### config.mk
export PLATFORM = sky130hd
export DESIGN_NAME = async_tx_core
export DESIGN_NICKNAME = d
export VERILOG_FILES = /design/src/rtl/async_tx_pkg.sv /design/src/rtl/async_tx_regs.sv /design/src/rtl/async_tx_tick.sv /design/src/rtl/async_tx_frame.sv /design/src/rtl/async_tx_core.sv
export SDC_FILE = /design/constraint.sdc
export NUM_CORES = 1
export LEC_CHECK = 0
export CAP_MARGIN = 20
export CORE_MARGIN = 10
export CORE_UTILIZATION = 64
export CTS_CLUSTER_DIAMETER = 40
export CTS_CLUSTER_SIZE = 30
export DETAILED_ROUTE_END_ITERATION = 6
export PLACE_DENSITY = 0.9
export SETUP_SLACK_MARGIN = 0.4
export SYNTH_ARGS = -nofsm -noshare
export SYNTH_HDL_FRONTEND = slang
export SYNTH_SLANG_ARGS = --single-unit
### constraint.sdc
create_clock -name clk -period 6.24 [get_ports clk]
set_clock_uncertainty 0.2 [all_clocks]
set_input_delay 0.936 -clock clk [delete_from_list [all_inputs] [get_ports clk]]
set_output_delay 0.936 -clock clk [all_outputs]
set_load 0.05 [all_outputs]
### src/rtl/async_tx_pkg.sv
package async_tx_pkg;

  // Line-control layout; bit positions are software visible.
  typedef struct packed {
    logic       dlab;    // [7] divisor latch access
    logic       brk;     // [6] force line low
    logic       stick;   // [5] fixed parity
    logic       even;    // [4] even sense / fixed value select
    logic       par_en;  // [3] parity bit present
    logic       stop2;   // [2] long stop
    logic [1:0] wlen;    // [1:0] data bits minus five
  } lcr_t;

  typedef enum logic [2:0] {
    ST_IDLE, ST_START, ST_DATA, ST_PAR, ST_STOP, ST_GAP
  } tx_state_e;

endpackage

### src/rtl/async_tx_regs.sv
module async_tx_regs
  import async_tx_pkg::*;
#(
  parameter int DIV_W    = 16,
  parameter int DIV_INIT = 1,
  parameter int AW       = 2,
  parameter int LCR_ADDR = 3
) (
  input  logic             clk,
  input  logic             rst,
  input  logic             we,
  input  logic [AW-1:0]    addr,
  input  logic [7:0]       wdata,
  output lcr_t             lcr_o,
  output logic [DIV_W-1:0] div_o
);
  localparam int NB = (DIV_W + 7) / 8;
  localparam logic [NB*8-1:0] INIT_V = (NB*8)'(DIV_INIT);

  logic [7:0]      div_b [NB];
  logic [NB*8-1:0] div_flat;

  always_ff @(posedge clk) begin
    if (rst) lcr_o <= '0;
    else if (we && addr == AW'(LCR_ADDR)) lcr_o <= lcr_t'(wdata);
  end

  for (genvar b = 0; b < NB; b++) begin : g_div
    always_ff @(posedge clk) begin
      if (rst) div_b[b] <= INIT_V[b*8 +: 8];
      else if (we && lcr_o.dlab && addr == AW'(b)) div_b[b] <= wdata;
    end
  end

  always_comb begin
    for (int b = 0; b < NB; b++) div_flat[b*8 +: 8] = div_b[b];
  end

  assign div_o = div_flat[DIV_W-1:0];

  AST_DIV_LOCKED: assert property (@(posedge clk) disable iff (rst)
    (we && !lcr_o.dlab && addr != AW'(LCR_ADDR)) |=> $stable(div_o));

endmodule

### src/rtl/async_tx_tick.sv
module async_tx_tick #(
  parameter int DIV_W = 16
) (
  input  logic             clk,
  input  logic             rst,
  input  logic [DIV_W-1:0] divisor_i,
  input  logic             sync_i,
  output logic             tick_o
);
  logic [DIV_W-1:0] cnt;
  logic [DIV_W-1:0] div_m1;

  assign div_m1 = (divisor_i == '0) ? '0 : divisor_i - 1'b1;
  assign tick_o = !sync_i && (cnt >= div_m1);

  always_ff @(posedge clk) begin
    if (rst || sync_i)       cnt <= '0;
    else if (cnt >= div_m1)  cnt <= '0;
    else                     cnt <= cnt + 1'b1;
  end

  AST_TICK_SPACING: assert property (@(posedge clk) disable iff (rst)
    (tick_o && div_m1 != '0) |=> (!tick_o || !$stable(divisor_i)));

endmodule

### src/rtl/async_tx_frame.sv
module async_tx_frame
  import async_tx_pkg::*;
#(
  parameter int OVS = 16
) (
  input  logic       clk,
  input  logic       rst,
  input  logic       tick_i,
  input  lcr_t       lcr_i,
  input  logic       in_valid,
  input  logic [7:0] in_data,
  output logic       in_ready,
  output logic       sync_o,
  output logic       tx_o,
  output logic       busy_o
);
  localparam int CW = $clog2(2*OVS) + 1;

  tx_state_e     state;
  lcr_t          fmt_q;
  logic [7:0]    data_q;
  logic [7:0]    masked;
  logic [2:0]    bidx;
  logic [2:0]    last_idx;
  logic [CW-1:0] tcnt;
  logic [CW-1:0] stop_lim;
  logic [CW-1:0] lim;
  logic          brk_hit;
  logic          par_bit;
  logic          line;
  logic          accept;

  assign in_ready = (state == ST_IDLE) && !lcr_i.brk;
  assign accept   = in_valid && in_ready;
  assign sync_o   = accept || (state == ST_GAP && lcr_i.brk);
  assign busy_o   = (state != ST_IDLE);

  always_comb begin
    last_idx = 3'd4 + {1'b0, fmt_q.wlen};
    for (int i = 0; i < 8; i++) masked[i] = data_q[i] & (3'(i) <= last_idx);
    if (fmt_q.stick)     par_bit = ~fmt_q.even;
    else if (fmt_q.even) par_bit = ^masked;
    else                 par_bit = ~^masked;
    if (!fmt_q.stop2)              stop_lim = CW'(OVS - 1);
    else if (fmt_q.wlen == 2'b00)  stop_lim = CW'(OVS + OVS/2 - 1);
    else                           stop_lim = CW'(2*OVS - 1);
    lim = (state == ST_STOP) ? stop_lim : CW'(OVS - 1);
    case (state)
      ST_START: line = 1'b0;
      ST_DATA:  line = data_q[bidx];
      ST_PAR:   line = par_bit;
      default:  line = 1'b1;
    endcase
  end

  always_ff @(posedge clk) begin
    if (rst) begin
      state   <= ST_IDLE;
      fmt_q   <= '0;
      data_q  <= '0;
      bidx    <= '0;
      tcnt    <= '0;
      brk_hit <= 1'b0;
      tx_o    <= 1'b1;
    end else begin
      tx_o <= lcr_i.brk ? 1'b0 : line;
      if (lcr_i.brk) brk_hit <= 1'b1;
      case (state)
        ST_IDLE: begin
          tcnt <= '0;
          bidx <= '0;
          if (lcr_i.brk) begin
            state <= ST_GAP;
          end else if (in_valid) begin
            state  <= ST_START;
            fmt_q  <= lcr_i;
            data_q <= in_data;
          end
        end
        ST_GAP: begin
          if (lcr_i.brk) begin
            tcnt <= '0;
          end else if (tick_i) begin
            if (tcnt == CW'(OVS - 1)) begin
              tcnt    <= '0;
              state   <= ST_IDLE;
              brk_hit <= 1'b0;
            end else begin
              tcnt <= tcnt + 1'b1;
            end
          end
        end
        default: begin
          if (tick_i) begin
            if (tcnt == lim) begin
              tcnt <= '0;
              case (state)
                ST_START: state <= ST_DATA;
                ST_DATA: begin
                  if (bidx == last_idx) state <= fmt_q.par_en ? ST_PAR : ST_STOP;
                  else                  bidx  <= bidx + 1'b1;
                end
                ST_PAR:  state <= ST_STOP;
                default: state <= (brk_hit || lcr_i.brk) ? ST_GAP : ST_IDLE;
              endcase
            end else begin
              tcnt <= tcnt + 1'b1;
            end
          end
        end
      endcase
    end
  end

  AST_BREAK_LOW: assert property (@(posedge clk) disable iff (rst)
    lcr_i.brk |=> !tx_o);
  AST_START_LOW: assert property (@(posedge clk) disable iff (rst)
    accept |-> ##2 !tx_o);
  AST_FMT_HELD: assert property (@(posedge clk) disable iff (rst)
    !accept |=> $stable(fmt_q));

endmodule

### src/rtl/async_tx_core.sv
module async_tx_core
  import async_tx_pkg::*;
#(
  parameter int OVS      = 16,
  parameter int DIV_W    = 16,
  parameter int DIV_INIT = 1,
  parameter int AW       = 2,
  parameter int LCR_ADDR = 3
) (
  input  logic          clk,
  input  logic          rst,
  input  logic          cfg_we,
  input  logic [AW-1:0] cfg_addr,
  input  logic [7:0]    cfg_wdata,
  input  logic          in_valid,
  input  logic [7:0]    in_data,
  output logic          in_ready,
  output logic          tx_o,
  output logic          busy_o
);
  lcr_t             lcr;
  logic [DIV_W-1:0] divisor;
  logic             tick;
  logic             sync;

  async_tx_regs #(
    .DIV_W(DIV_W), .DIV_INIT(DIV_INIT), .AW(AW), .LCR_ADDR(LCR_ADDR)
  ) i_regs (
    .clk(clk), .rst(rst), .we(cfg_we), .addr(cfg_addr), .wdata(cfg_wdata),
    .lcr_o(lcr), .div_o(divisor)
  );

  async_tx_tick #(.DIV_W(DIV_W)) i_tick (
    .clk(clk), .rst(rst), .divisor_i(divisor), .sync_i(sync), .tick_o(tick)
  );

  async_tx_frame #(.OVS(OVS)) i_frame (
    .clk(clk), .rst(rst), .tick_i(tick), .lcr_i(lcr),
    .in_valid(in_valid), .in_data(in_data), .in_ready(in_ready),
    .sync_o(sync), .tx_o(tx_o), .busy_o(busy_o)
  );

  AST_READY_IDLE: assert property (@(posedge clk) disable iff (rst)
    in_ready |-> !busy_o);

endmodule

## Word-level counts from Yosys, hierarchy flattened

Memories as Yosys holds them, arrays and structs flattened.
Cells that the tools add are included.

| operators by class | value |
|---|---|
| reductions and logical operators | 30 |
| mux-type cells | 48 |
| bitwise operators | 13 |
| magnitude comparators | 10 |
| equal/unequal tests | 17 |
| add/sub/neg operators | 5 |

Operators with widths:

| kind | count |
|---|---|
| 3-bit 2-to-1 mux | 14 |
| 6-bit 2-to-1 mux | 7 |
| 1-bit 2-to-1 mux | 17 |
| 16-bit by 1-bit adder with 16-bit output, second input constant | 1 |
| 16-bit greater-or-equal comparator | 1 |
| 16-bit logical NOT | 1 |
| 16-bit 2-to-1 mux | 1 |
| 8-bit 2-to-1 mux | 2 |
| 16-bit by 1-bit subtractor with 16-bit output, second input constant | 1 |
| 3-bit <= comparator, first input constant | 4 |
| 3-bit one-hot mux with 2 select lines | 2 |
| 6-bit one-hot mux with 2 select lines | 1 |
| 3-bit one-hot mux with 3 select lines | 1 |
| 3-bit nonzero test | 3 |
| 1-bit AND | 8 |
| 1-bit logical AND | 8 |
| 8-bit XNOR reduction | 1 |
| 8-bit parity | 1 |
| 7-bit AND reduction | 1 |
| 6-bit by 1-bit adder with 6-bit output, second input constant | 1 |
| 3-bit by 2-bit equality test with 1-bit output, second input constant | 2 |
| 3-bit equality test, second input constant | 2 |
| 6-bit by 4-bit equality test with 1-bit output, second input constant | 1 |
| 6-bit equality test | 1 |
| other kinds (28) | 41 |

| word-level totals | value |
|---|---|
| logic and storage cells | 143 |
| memories | 1 |
| register bits | 52 |
| bits in writable memories | 16 |

Memories:

| memory | words | bits a word | read ports | clocked after Yosys merged registers in | write ports | RTL line | RTL |
|---|---|---|---|---|---|---|---|
| i_regs.div_b | 2 | 8 | 2 | 0 | 2 | async_tx_regs.sv:20 | `logic [7:0] div_b [NB];` |

## Logic depth before layout (Yosys ltp)

| logic depth | value |
|---|---|
| depth after elaboration | 9 |
| mapped depth | 17 |

## Cells and area by module

A second synthesis with hierarchy kept.

| second synthesis, totals | value |
|---|---|
| cells, all modules | 446 |
| area, all modules | 3981.3 µm² |

By module, submodules not included:

| module | times used | cells each | area each (µm²) |
|---|---|---|---|
| async_tx_frame | 1 | 184 | 1569.0 |
| async_tx_tick | 1 | 176 | 1393.8 |
| async_tx_regs | 1 | 86 | 1018.5 |

## Worst setup path after synthesis

Ideal clock, no wire load.

| timing path | value |
|---|---|
| path kind | register -> register |
| start point | memory i_regs.div_b[0][7] |
| end point | register i_tick.cnt[10] |
| cell stages (with the launch flop) | 18 |
| slack | 2.364 ns |
| arrival | 3.561 ns |
| setup time | 0.115 ns |
| data required time | 5.925 ns |
| path buffers | 3 |
| cell sequence | edfxtp_1 -> or4_1 -> nor4_1 -> nand2b_1 -> nor2_1 -> nand2_1 -> clkbuf_1 -> nand2_1 -> ha_1 -> nand4_1 -> or4_1 -> a221o_1 -> o2111ai_2 -> nand2b_1 -> or3_1 -> buf_4 -> buf_6 -> nor2_1 |

RTL lines:

| what | RTL line | RTL |
|---|---|---|
| start: declaration | async_tx_regs.sv:20 |  |
| end signal: assignment | async_tx_tick.sv:19 | `else cnt <= cnt + 1'b1;` |
| end: declaration | async_tx_tick.sv:10 | `logic [DIV_W-1:0] cnt;` |

==> results.yml <==
outcome:
  status: "finished clean"
setup_path:
  cp_cell_sequence: "nor4_1 > nand2_1 > nor4_1 > xor2_1 > nand2_1 > ha_1 > nand4_1 > or4_1 > a221o_1 > o2111ai_2 > nand2b_1 > or3_1 > nor2_1"
  start_kind: "flop"
  end_kind: "flop"
  crit_slowest_cell: "nor4_1"
  required_ns: 6.26
  cp_max_fo: 16
  arrival_ns: 4.45
  max_stage_delay_ns: 0.63
  path_class: "reg -> reg"
finish:
  fin_cells: 520
  antennaDiodeCount: 0
  design_area_um2: 4170
  final_nets: 486
  drive_above_1_share: 0.0536
  areaGrowthSynthToFinish_pct: 12.6
cts:
  tritoncts: "built"
  cts_root_buffer: "clkbuf_8"
  clk_latency_ns: 0.36
  cts.sinks: 68
  htree_num_levels: 3
  cts_made_buffers: 9
  clockBufferDepth: 2
  clkTransAtPathRegs_ns: 0.07
  hold_buffers: 0
  postCtsSetupBuffers: 0
  cts_resized: 0
logic_synthesis:
  syn-cell-area_um2: 3700
  ys_types: 49
  ys_seq_area_frac: 0.411
  syn-num-nets: 465
  ys_ff_latch: 68
  async_flop_share: 0
  synth_ff_type: "dfxtp_1"
  syn_area_per_cell_um2: 8.77
  synth-edff-count: 16
  yosys_warnings: 0
  syn_inst: 422
global_routing:
  grt_start_max_net_pins: 40
  grt_pass1_vias: 3138
  track_usage: 0.191
  grt_first_pass_wirelength_um: 14000
  grt-ovfl-total: 0
  antenna_found_initial: 0
floorplan:
  die_area_um2: 9220
  die_h_um: 96.0
  core_area_um2: 5570
  num_rows: 27
  start_util: 0.664
  ioPinCount: 25
  die_w_um: 96.0
timing:
  period_needed_ns: 4.43
  drv_slew: 0
  relSlewSlack: 0.531
  finalHoldViolCount: 0
  fin_crit_sh: 0.710
  worstMarginPinSlew_ns: 0.697
  setup_tns_ns: 0
  fmax_mhz: 226
  setup_violations: 0
  rsz0062_at_grt: "no"
placed_design:
  dp.cells: 504
  place_area_um2: 3970
  port_buffers: 24
  gp_congestion: 0.839
  dp.final_hpwl_um: 5680
power:
  power_density_nw_per_um2: 273
  max-vdd-ir-drop_mv: 0.183
  power.leakage_nw: 1.62
drt:
  viasPerCell: 5.97
  via_count: 3102
  drtPass1Iterations: 5
  drt_iter0_markers: 231
  drc_errors: 0
  ant_nets: 0
  wl_um: 8000
  drt-wirelength-per-cell_um: 15.4
flow_run:
  cap_violations: 0
hold_path:
  hold_class: "reg -> reg"
area by class of cell:
cell class	count	area [um^2]
repair buffers	25	248
fillers	383	1410
clock inverters	6	63.8
multi-input cells	322	2040
clock buffers	10	138
inverters	17	63.8
flip-flops and latches	68	1520
well taps	72	90.1
path summary, 6_finish.rpt:
check / startpoint / slack [ns] / to / cells after the start
setup reg to reg: i_regs.div_b[0][3] / 1.81 / i_tick.cnt[5] / 13
setup / recovery: i_regs.div_b[0][3] / 1.81 / i_tick.cnt[5] / 13
hold reg to reg: i_regs.lcr_o[4] / 0.27 / i_frame.fmt_q[4] / 2
hold / removal: i_regs.lcr_o[4] / 0.27 / i_frame.fmt_q[4] / 2
state kept, by name, indices dropped and copies added (netlist names):
signal and cells:
i_regs.lcr_o 8, i_frame.data_q 8, i_frame.tx_o 1, i_frame.tcnt 6, i_frame.fmt_q 6, i_regs.div_b 16, i_frame.state 3, i_frame.brk_hit 1
i_frame.bidx 3, i_tick.cnt 16
cell families after synthesis:
kind of cell / Yosys count / share of synthesized area
AND/OR/NAND/NOR: 188 / 0.244
buffers and inverters: 32 / 0.0365
adder cells (fa/ha/maj): 21 / 0.0710
XOR/XNOR: 35 / 0.0865
flip-flops: 68 / 0.411
AO/OA/AOI/OAI: 63 / 0.104
multiplexers: 15 / 0.0473
synthesized netlist by cell type (all sizes together), types with 2 or more instances:
cell,number,area share
a21oi,32,0.043
nand3b,2,0.0041
mux4,2,0.012
a211oi,2,0.0041
nand4b,2,0.0047
nand4,6,0.010
xor2,18,0.043
mux2i,13,0.035
inv,16,0.016
nor4,4,0.0068
and3b,2,0.0047
nor2,45,0.046
nand2b,6,0.010
o211ai,2,0.0041
dfxtp,52,0.28
and3,5,0.0085
or4,2,0.0041
xnor2,16,0.038
or3,3,0.0051
buf,3,0.0071
nand2,59,0.060
o22ai,3,0.0051
edfxtp,16,0.13
nand3,19,0.026
nor3,14,0.020
ha,21,0.071
a31o,2,0.0047
o2111ai,2,0.0064
clkbuf,12,0.012
and2,16,0.027
o21ai,11,0.015
metrics by stage:
step	hold WS, ns	power [mW]	setup WS [ns]	util
6_report	0.266	1.14	1.81	0.748
3_5_place_dp	0.251	0.778	1.88	0.712
3_3_place_gp	0.243	0.767	2.02	0.712
2_1_floorplan	0.232	0.708	2.36	-
4_1_cts	0.265	1.14	1.84	0.748
5_1_grt	0.271	1.19	1.44	0.748
cells in the final DEF (no fill, tap or decap), types with 2 or more instances in the layout:
cell             Yosys  routed
mux2i_1             13      13
dfxtp_1             52      52
nand2b_1             6       6
or4_1                2       2
nand3b_1             2       2
or3_1                3       3
nand3_1             19      19
o22ai_1              3       3
o211ai_1             2       2
nor4_1               4       4
nand4b_1             2       2
clkdlybuf4s50_1      0      24
o21ai_0             10      10
clkinvlp_4           0       2
and2_1              16      16
xor2_1              18      18
a31o_2               2       2
a211oi_1             2       2
mux4_2               2       2
edfxtp_1            16      16
xnor2_1             16      16
nor3_1              13      13
nor2_1              45      45
nand2_1             59      59
and3b_1              2       2
ha_1                21      21
and3_1               5       5
nand4_1              6       6
inv_1               16      16
clkbuf_8             0      10
clkinv_2             0       2
a21oi_1             32      32
critical path, delay by kind of cell, from the launching register on:
kind,cells,cell delay [ns]
flip-flops,1,0.44
XOR/XNOR,1,0.17
adder cells (fa/ha/maj),1,0.30
AO/OA/AOI/OAI,2,0.43
AND/OR/NAND/NOR,9,2.77
routing by layer:
| layer | part of all wire | global-route usage |
|---|---|---|
| met4 | 0.035 | 0.114 |
| met3 | 0.056 | 0.0420 |
| met1 | 0.42 | 0.225 |
| met2 | 0.49 | 0.313 |
| met5 | 0 | 0 |
power by group:
part / internal (mW) / switching (mW) / total (mW)
Sequential: 0.477 / 0.0325 / 0.510
Combinational: 0.102 / 0.163 / 0.265
Clock: 0.194 / 0.171 / 0.365
Total: 0.774 / 0.366 / 1.14
Power figures use the tool's default switching activity.
